==> src/rtl/rtc_div_pkg.sv <==
package rtc_div_pkg;

   typedef enum logic [1:0] {
      CH_STOP = 2'd0,
      CH_RUN  = 2'd1,
      CH_HOLD = 2'd2
   } chain_mode_e;

   localparam int          CTRL_W   = 3;
   localparam logic [2:0]  RUN_CODE = 3'b010;

   // hold when both upper bits set, run on the one exact code, stop otherwise
   function automatic chain_mode_e decode_chain(input logic [CTRL_W-1:0] code);
      chain_mode_e m;
      if (code[2:1] == 2'b11)      m = CH_HOLD;
      else if (code == RUN_CODE)   m = CH_RUN;
      else                         m = CH_STOP;
      return m;
   endfunction

endpackage

==> src/rtl/rtc_dv_decode.sv <==
module rtc_dv_decode
   import rtc_div_pkg::*;
(
   input  logic [CTRL_W-1:0] dv_sel,
   output chain_mode_e       mode
);

   assign mode = decode_chain(dv_sel);

endmodule

==> src/rtl/rtc_update_seq.sv <==
module rtc_update_seq
   import rtc_div_pkg::*;
#(
   parameter int DIV_W    = 15,
   parameter int UIP_LEAD = 8
) (
   input  logic             clk,
   input  logic             rst_n,
   input  logic             ref_en,
   input  chain_mode_e      mode,
   input  logic             set_hold,
   output logic [DIV_W-1:0] cnt_o,
   output logic             adv_o,
   output logic             strobe_o,
   output logic             uip_o
);

   localparam logic [DIV_W-1:0] CNT_MAX  = {DIV_W{1'b1}};
   localparam logic [DIV_W-1:0] CNT_HALF = {1'b1, {(DIV_W-1){1'b0}}};
   localparam logic [DIV_W-1:0] LEAD_V   = DIV_W'(UIP_LEAD);
   localparam logic [DIV_W-1:0] ARM_AT   = CNT_MAX - LEAD_V;

   logic [DIV_W-1:0] cnt_q, cnt_d;
   logic             uip_q, uip_d;
   logic             strobe_q;
   logic             adv, at_max, fire;

   always_comb begin
      adv    = ref_en && (mode == CH_RUN);
      at_max = (cnt_q == CNT_MAX);
      // the update only happens if the full warning window was armed
      fire   = adv && at_max && uip_q && !set_hold;

      case (mode)
         CH_HOLD: cnt_d = CNT_HALF;
         CH_RUN:  cnt_d = adv ? cnt_q + 1'b1 : cnt_q;
         default: cnt_d = cnt_q;
      endcase

      if (mode == CH_HOLD || set_hold)  uip_d = 1'b0;
      else if (adv && at_max)           uip_d = 1'b0;
      else if (adv && cnt_q == ARM_AT)  uip_d = 1'b1;
      else                              uip_d = uip_q;
   end

   always_ff @(posedge clk or negedge rst_n) begin
      if (!rst_n) begin
         cnt_q    <= CNT_HALF;
         uip_q    <= 1'b0;
         strobe_q <= 1'b0;
      end else begin
         cnt_q    <= cnt_d;
         uip_q    <= uip_d;
         strobe_q <= fire;
      end
   end

   assign cnt_o    = cnt_q;
   assign adv_o    = adv;
   assign strobe_o = strobe_q;
   assign uip_o    = uip_q;

endmodule

==> src/rtl/rtc_rate_tap.sv <==
module rtc_rate_tap #(
   parameter int DIV_W  = 15,
   parameter int RATE_W = 4
) (
   input  logic              clk,
   input  logic              rst_n,
   input  logic              adv,
   input  logic              hold,
   input  logic [DIV_W-1:0]  cnt,
   input  logic [RATE_W-1:0] rate_sel,
   input  logic              sqw_en,
   output logic              tick_o,
   output logic              sqw_o
);

   localparam int NTAP = 1 << RATE_W;

   logic [NTAP-1:0] hit;
   logic            tick_d, sqw_d, tick_q, sqw_q;

   assign hit[0] = 1'b0;

   for (genvar r = 1; r < NTAP; r++) begin : g_tap
      localparam int EXP = ((r - 1) > DIV_W) ? DIV_W : (r - 1);
      if (EXP == 0) begin : g_every
         assign hit[r] = 1'b1;
      end else begin : g_mask
         // the tap fires when the low EXP bits are about to wrap
         assign hit[r] = &cnt[EXP-1:0];
      end
   end

   always_comb begin
      tick_d = adv && hit[rate_sel];
      if (!sqw_en || rate_sel == '0 || hold) sqw_d = 1'b0;
      else if (tick_d)                       sqw_d = ~sqw_q;
      else                                   sqw_d = sqw_q;
   end

   always_ff @(posedge clk or negedge rst_n) begin
      if (!rst_n) begin
         tick_q <= 1'b0;
         sqw_q  <= 1'b0;
      end else begin
         tick_q <= tick_d;
         sqw_q  <= sqw_d;
      end
   end

   assign tick_o = tick_q;
   assign sqw_o  = sqw_q;

endmodule

==> src/rtl/rtc_divider_ctl.sv <==
module rtc_divider_ctl
   import rtc_div_pkg::*;
#(
   parameter int DIV_W    = 15,
   parameter int UIP_LEAD = 8,
   parameter int RATE_W   = 4
) (
   input  logic              clk,
   input  logic              rst_n,
   input  logic              ref_en,
   input  logic [2:0]        dv_sel,
   input  logic [RATE_W-1:0] rate_sel,
   input  logic              sqw_en,
   input  logic              set_hold,
   output logic              upd_strobe,
   output logic              uip,
   output logic              per_tick,
   output logic              sqw_out
);

   localparam int HALF_TICKS = 1 << (DIV_W - 1);

   if (DIV_W < 2 || DIV_W > 24) begin : g_bad_div
      $error("DIV_W out of range");
   end
   if (UIP_LEAD < 1 || UIP_LEAD >= HALF_TICKS) begin : g_bad_lead
      $error("UIP_LEAD must lie between 1 and half the prescaler span");
   end
   if (RATE_W < 1 || RATE_W > 5) begin : g_bad_rate
      $error("RATE_W out of range");
   end

   chain_mode_e      mode;
   logic [DIV_W-1:0] cnt;
   logic             adv;

   rtc_dv_decode i_decode (
      .dv_sel (dv_sel),
      .mode   (mode)
   );

   rtc_update_seq #(
      .DIV_W    (DIV_W),
      .UIP_LEAD (UIP_LEAD)
   ) i_seq (
      .clk      (clk),
      .rst_n    (rst_n),
      .ref_en   (ref_en),
      .mode     (mode),
      .set_hold (set_hold),
      .cnt_o    (cnt),
      .adv_o    (adv),
      .strobe_o (upd_strobe),
      .uip_o    (uip)
   );

   rtc_rate_tap #(
      .DIV_W  (DIV_W),
      .RATE_W (RATE_W)
   ) i_tap (
      .clk      (clk),
      .rst_n    (rst_n),
      .adv      (adv),
      .hold     (mode == CH_HOLD),
      .cnt      (cnt),
      .rate_sel (rate_sel),
      .sqw_en   (sqw_en),
      .tick_o   (per_tick),
      .sqw_o    (sqw_out)
   );

endmodule

==> config.mk <==
export PLATFORM = sky130hd
export DESIGN_NAME = rtc_divider_ctl
export DESIGN_NICKNAME = d
export VERILOG_FILES = /design/src/rtl/rtc_div_pkg.sv /design/src/rtl/rtc_dv_decode.sv /design/src/rtl/rtc_update_seq.sv /design/src/rtl/rtc_rate_tap.sv /design/src/rtl/rtc_divider_ctl.sv
export SDC_FILE = /design/constraint.sdc
export NUM_CORES = 1
export LEC_CHECK = 0
export CORE_ASPECT_RATIO = 0.6
export CORE_MARGIN = 10
export CORE_UTILIZATION = 35
export CTS_BUF_LIST = sky130_fd_sc_hd__clkbuf_8
export CTS_CLUSTER_DIAMETER = 40
export CTS_CLUSTER_SIZE = 16
export DETAILED_ROUTE_END_ITERATION = 8
export GPL_ROUTABILITY_DRIVEN = 0
export PLACE_DENSITY = 0.55
export SLEW_MARGIN = 10
export SYNTH_ARGS = -nofsm -noshare
export SYNTH_HDL_FRONTEND = slang
export SYNTH_SLANG_ARGS = --single-unit
export TNS_END_PERCENT = 5
==> constraint.sdc <==
create_clock -name clk -period 7.1 [get_ports clk]
set_input_delay 1.42 -clock clk [delete_from_list [all_inputs] [get_ports clk]]
set_output_delay 1.42 -clock clk [all_outputs]
set_load 0.01 [all_outputs]
# After elaboration in Yosys (flattened, before gate mapping)
# Cells that the tools add are included.
[word_totals] ff_bits=19 word_cells=55
[classes] n_addsub=1 magnitude_cmp=1 eq_ne=7 muxes=11 n_bitwise=1 reduce_logical=29
[op_table] op="15-bit == test (second input constant)" n=2
[op_table] op="15-bit one-hot mux with 2 select lines" n=1
[op_table] op="15-bit by 1-bit adder with 15-bit output (second input constant)" n=1
[op_table] op="15-bit 2-to-1 mux" n=1
[op_table] op="14-bit AND reduction" n=1
[op_table] op="13-bit AND reduction" n=1
[op_table] op="12-bit AND reduction" n=1
[op_table] op="11-bit AND reduction" n=1
[op_table] op="10-bit AND reduction" n=1
[op_table] op="9-bit AND reduction" n=1
[op_table] op="8-bit AND reduction" n=1
[op_table] op="1-bit 2-to-1 mux" n=7
[op_table] op="7-bit AND reduction" n=1
[op_table] op="1-bit logical AND" n=6
[op_table] op="6-bit AND reduction" n=1
[op_table] op="4-bit by 5-bit less-than comparator with 1-bit output (second input constant)" n=1
[op_table] op="5-bit AND reduction" n=1
[op_table] op="1-bit binary-select mux with 4-bit select" n=1
[op_table] op="2-bit == test (second input constant)" n=2
[op_table] op="4-bit logical NOT" n=1
[op_table] op="2-bit AND reduction" n=2
[op_table] op="4-bit AND reduction" n=1
[op_table] op="2-bit nonzero test" n=2
[op_table] op="3-bit by 2-bit == test with 1-bit output (second input constant)" n=1
[op_table] op="other kinds (8)" n=11

# Depth between registers and ports, before layout
[logic_depth] word_depth=9 mapped_depth=10

# Cells and area by module
# Synthesis repeated with hierarchy kept, for this count alone.
[unflattened] cells_unflattened=124 hier_area_um2=1149.9
[by_module_without_submodules] module="rtc_update_seq" instances=1 cells_per_inst=87 area_each_um2=874.6 seq_area_each_um2=426.7
[by_module_without_submodules] module="rtc_rate_tap" instances=1 cells_per_inst=34 area_each_um2=242.7 seq_area_each_um2=50.0
[by_module_without_submodules] module="rtc_dv_decode" instances=1 cells_per_inst=2 area_each_um2=18.8 seq_area_each_um2=0.0
[by_module_without_submodules] module="rtc_divider_ctl" instances=1 cells_per_inst=1 area_each_um2=13.8 seq_area_each_um2=0.0

# Worst setup path before layout
# Ideal clock, no wire load.
[synth_path] path_kind="in2reg" startpoint="input rate_sel[0]" endpoint="register i_tap.sqw_q (netlist: i_tap.sqw_o)" setup_time_ns=0.128 arrival_time_ns=2.863 t_required_ns=6.972 path_slack_ns=4.109 path_stages=6 n_path_buf=1 path_cell_list="buf_6 > or2_4 > a2111oi_4 > a21oi_1 > nor4b_2 > mux2_1"
[synth_between] elab_chain_cells=4 elab_cells_between_ends=8
[synth_rtl] element="from (decl)" line_no="rtc_divider_ctl.sv:12" source="input logic [RATE_W-1:0] rate_sel,"
[synth_rtl] element="1-bit binary-select mux with 4-bit select" line_no="rtc_rate_tap.sv:34" source="tick_d = adv && hit[rate_sel];"
[synth_rtl] element="1-bit 2-to-1 mux (implied by the code)" line_no="rtc_rate_tap.sv:34"
[synth_rtl] element="1-bit logical AND" line_no="rtc_rate_tap.sv:34"
[synth_rtl] element="named net i_tap.tick_d" line_no="rtc_rate_tap.sv:19" source="logic tick_d, sqw_d, tick_q, sqw_q;"
[synth_rtl] element="2-bit nonzero test (no source line)"
[synth_rtl] element="to (signal assigned)" line_no="rtc_rate_tap.sv:46" source="sqw_q <= sqw_d;"
[synth_rtl] element="to (decl)" line_no="rtc_rate_tap.sv:19"
# The timed path passes the listed nets, and every way through them passes these cells. The select of a mux whose other input is x is not followed.
# A chain may end at the register's enable or synchronous reset.

# Final worst setup path
# Ends and elaborated chain as after synthesis.

==> results by group <==
Die
  – I/O pin cnt: 16
  – Die Wd: 94.4 µm
  – Die area: 0.00610 mm²
  – Die Height: 64.6 µm
  – Num rows: 16
  – CORE AREA: 0.00322 mm²
  – Starting Density: 0.361

Drt
  – WL final: 2.84 mm
  – Routed vias: 1004
  – Routed Antenna Nets: 0
  – Detailed-router iteration count before antenna repair: 4
  – Vias per std cell: 5.46
  – DRC viols: 0
  – Initial DRC count: 86
  – WL per Instance: 15.4 µm

Clocking
  – Root Driver: clkbuf_8
  – Clock transition at the registers of the reported paths: 0.07 ns
  – Setup Fix Bufs, Post-CTS: 0
  – CTS tree: done
  – Cts repair resizes: 0
  – Total CTS buffers: 3
  – CTS sink count: 19
  – Clock latency on the worst-skew pair: 0.25 ns
  – Hold Buf Count CTS: 0
  – H-tree Lvls: 1
  – Max Buffers Root-to-Sink: 2

Cells and area
  – FF/Latch Area: 477 µm²
  – Area of the multi-input gates: 632 µm²
  – Filler cell count: 319
  – Ant diodes: 0
  – Layout area overhead: 19.6%
  – Commonest cells after routing, fill and taps aside: dfrtp_1 (18), clkdlybuf4s50_1 (15), a21oi_1 (10), nand3_1 (9), inv_1 (9)
  – Final net count: 156
  – Core Util, Final: 0.431
  – Commonest non-fill, non-tap cell in the layout: dfrtp_1
  – Share of cells above drive strength 1: 0.0647

Worst setup path
  – Critical Path Start: rate_sel[0]
  – Critical path arrival: 3.54 ns
  – RR Startpoint: i_seq.cnt_o[0]
  – CP endpoint: i_tap.sqw_o
  – Worst path slowest cell: clkdlybuf4s50_1
  – Worst R2R Path Depth: 10
  – Crit end category: register
  – FF-to-FF End: i_tap.sqw_o
  – CP cell instances: clkdlybuf4s50_1, or2_4, a2111oi_4, a21oi_1, nor4b_2, mux2_1
  – CP max stage delay: 0.58 ns
  – CP max FO: 10
  – Startpoint Class: primary input
  – Data required time of the worst path: 7.24 ns
  – WS Path Type: primary input to register
  – R2R setup slack: 4.15 ns

Synth
  – Register area share after synthesis: 0.410
  – Yosys top cell by area: dfrtp_1
  – Yosys top cell area share: 0.388
  – Top FF cell, synth: dfrtp_1
  – Yosys warning total: 0
  – Post-synth EDFFs: 0
  – Synth async-reset ratio: 1.00
  – Post-Synthesis Cells: 124
  – Synth cell types: 42
  – Mapped Area: 0.00116 mm²
  – Synth area leaders: dfrtp_1 (39%), a21oi_1 (4.3%), ha_1 (4.3%)
  – Post-Syn Nets: 140
  – Post-synthesis register bit count: 19
  – Post-synthesis average cell area: 9.37 µm²

Power
  – Worst vdd ir: 0.0657 mV
  – Leak pwr: 0.000561 µW
  – Combinational Power Share: 0.139
  – Sw frac: 0.261
  – Total power draw: 225 µW
  – Flop pwr share: 0.532
  – PD cells: 162 mW/mm²
  – Pint: 166 µW
  – Net Switching: 58.6 µW
  – Clk pwr share: 0.329

Job
  – Max-Cap Viols: 0

GRT
  – First-pass GRT wire length: 4.88 mm
  – Total grt overflow: 0
  – Initial antenna violation count: 0
  – Pin count of the biggest net entering global routing: 20
  – Vias in the first global route: 968
  – GR Util All Layers: 0.0999

Timing
  – Slew HR: 0.411
  – Period utilization: 0.480
  – Setup_tns: 0 ns
  – Worst-margin pin slew: 0.880 ns
  – Fin. max-slew vios: 0
  – Unrepaired setup endpoints after global routing: false
  – # setup viols final: 0
  – Clock Skew: 0.00308 ns
  – Worst Hold Margin: 0.554 ns
  – Fin crit period: 3.40 ns
  – Fmax: 0.294 GHz
  – Hold Vio Cnt, Final: 0

Worst hold path
  – Worst hold path type: register to register

Outcome
  – Status: finished, final reports clean

Placement
  – Quantity of I/O buffers inserted on ports: 15
  – DP Wirelength: 2.23 mm
power by group through the flow:
stage	combinational [µW]	clock, µW	sequential (µW)
after floorplan	18.7	0	120
after global placement	31.0	0	121
after detailed placement	31.4	0	121
after CTS	31.6	76.6	119
after global routing	35.6	80.1	120
final	31.3	73.9	119
routing by layer:
| layer | up-vias | GRT usage | share of wire |
|---|---|---|---|
| met5 | - | 0 | 0 |
| met3 | 2 | 0.0356 | 0.050 |
| met2 | 21 | 0.148 | 0.44 |
| met1 | 484 | 0.136 | 0.51 |
| met4 | 0 | 0.0189 | 0.0028 |
| li1 | 497 | - | - |
flip-flops by register name (all words and copies together) (netlist names):
signal	flops
i_seq.cnt_o	15
i_tap.sqw_o	1
i_seq.uip_o	1
i_tap.tick_o	1
i_seq.strobe_o	1
critical path: cells and delay by family:
family,cells,cell delay (ns)
multiplexers,1,0.35
AND/OR/NAND/NOR,2,0.69
buffers and inverters,1,0.58
AO/OA/AOI/OAI,2,0.49
worst min path at each step:
stage	from	end	cells after the start
2_1_floorplan	i_seq.cnt_o[0]	i_seq.cnt_o[0]	1
3_3_place_gp	i_seq.cnt_o[0]	i_seq.cnt_o[0]	1
3_5_place_dp	i_seq.cnt_o[1]	i_seq.cnt_o[1]	1
4_1_cts	i_seq.cnt_o[0]	i_seq.cnt_o[0]	1
5_1_grt	i_seq.cnt_o[1]	i_seq.cnt_o[1]	1
6_report	i_seq.cnt_o[0]	i_seq.cnt_o[0]	1
synthesized netlist by cell type (2+ instances only):
| master | n |
|---|---|
| nor2_1 | 6 |
| nand2_1 | 6 |
| nand2b_1 | 2 |
| clkbuf_1 | 2 |
| o21ai_0 | 7 |
| a21oi_1 | 10 |
| nand4_1 | 3 |
| o22ai_1 | 2 |
| a22o_1 | 3 |
| mux2i_1 | 2 |
| or3_1 | 5 |
| inv_1 | 8 |
| ha_1 | 4 |
| nor2b_1 | 4 |
| nor3_1 | 4 |
| xnor2_1 | 3 |
| nor4b_1 | 2 |
| nand3_1 | 9 |
| dfrtp_1 | 18 |
| and4_1 | 2 |
layout make-up:
type / count / share of cell area
sequential: 19 / 0.343
multi-input combinational: 93 / 0.455
tap: 45 / 0.0405
inverter: 8 / 0.0216
timing repair buffer: 15 / 0.108
clock inverter: 1 / 0.00270
clock buffer: 3 / 0.0297
per-stage QoR:
step / worst slack, ns / cell area [µm²] / std cells
finish: 3.70 / 1390 / 184
global route: 3.66 / 1390 / 184
CTS: 3.72 / 1390 / 184
detailed placement: 3.45 / 1350 / 180
global placement: 3.53 / 1350 / 180
floorplan: 4.11 / 1160 / 124
cells by family after synthesis:
family / synth area share
xor+xnor: 0.0301
flops: 0.410
fa+ha+maj: 0.0431
simple gates: 0.262
buf+inv: 0.0463
mux: 0.0269
compound gates: 0.182
No activity file was read; power rests on OpenSTA's default activity.
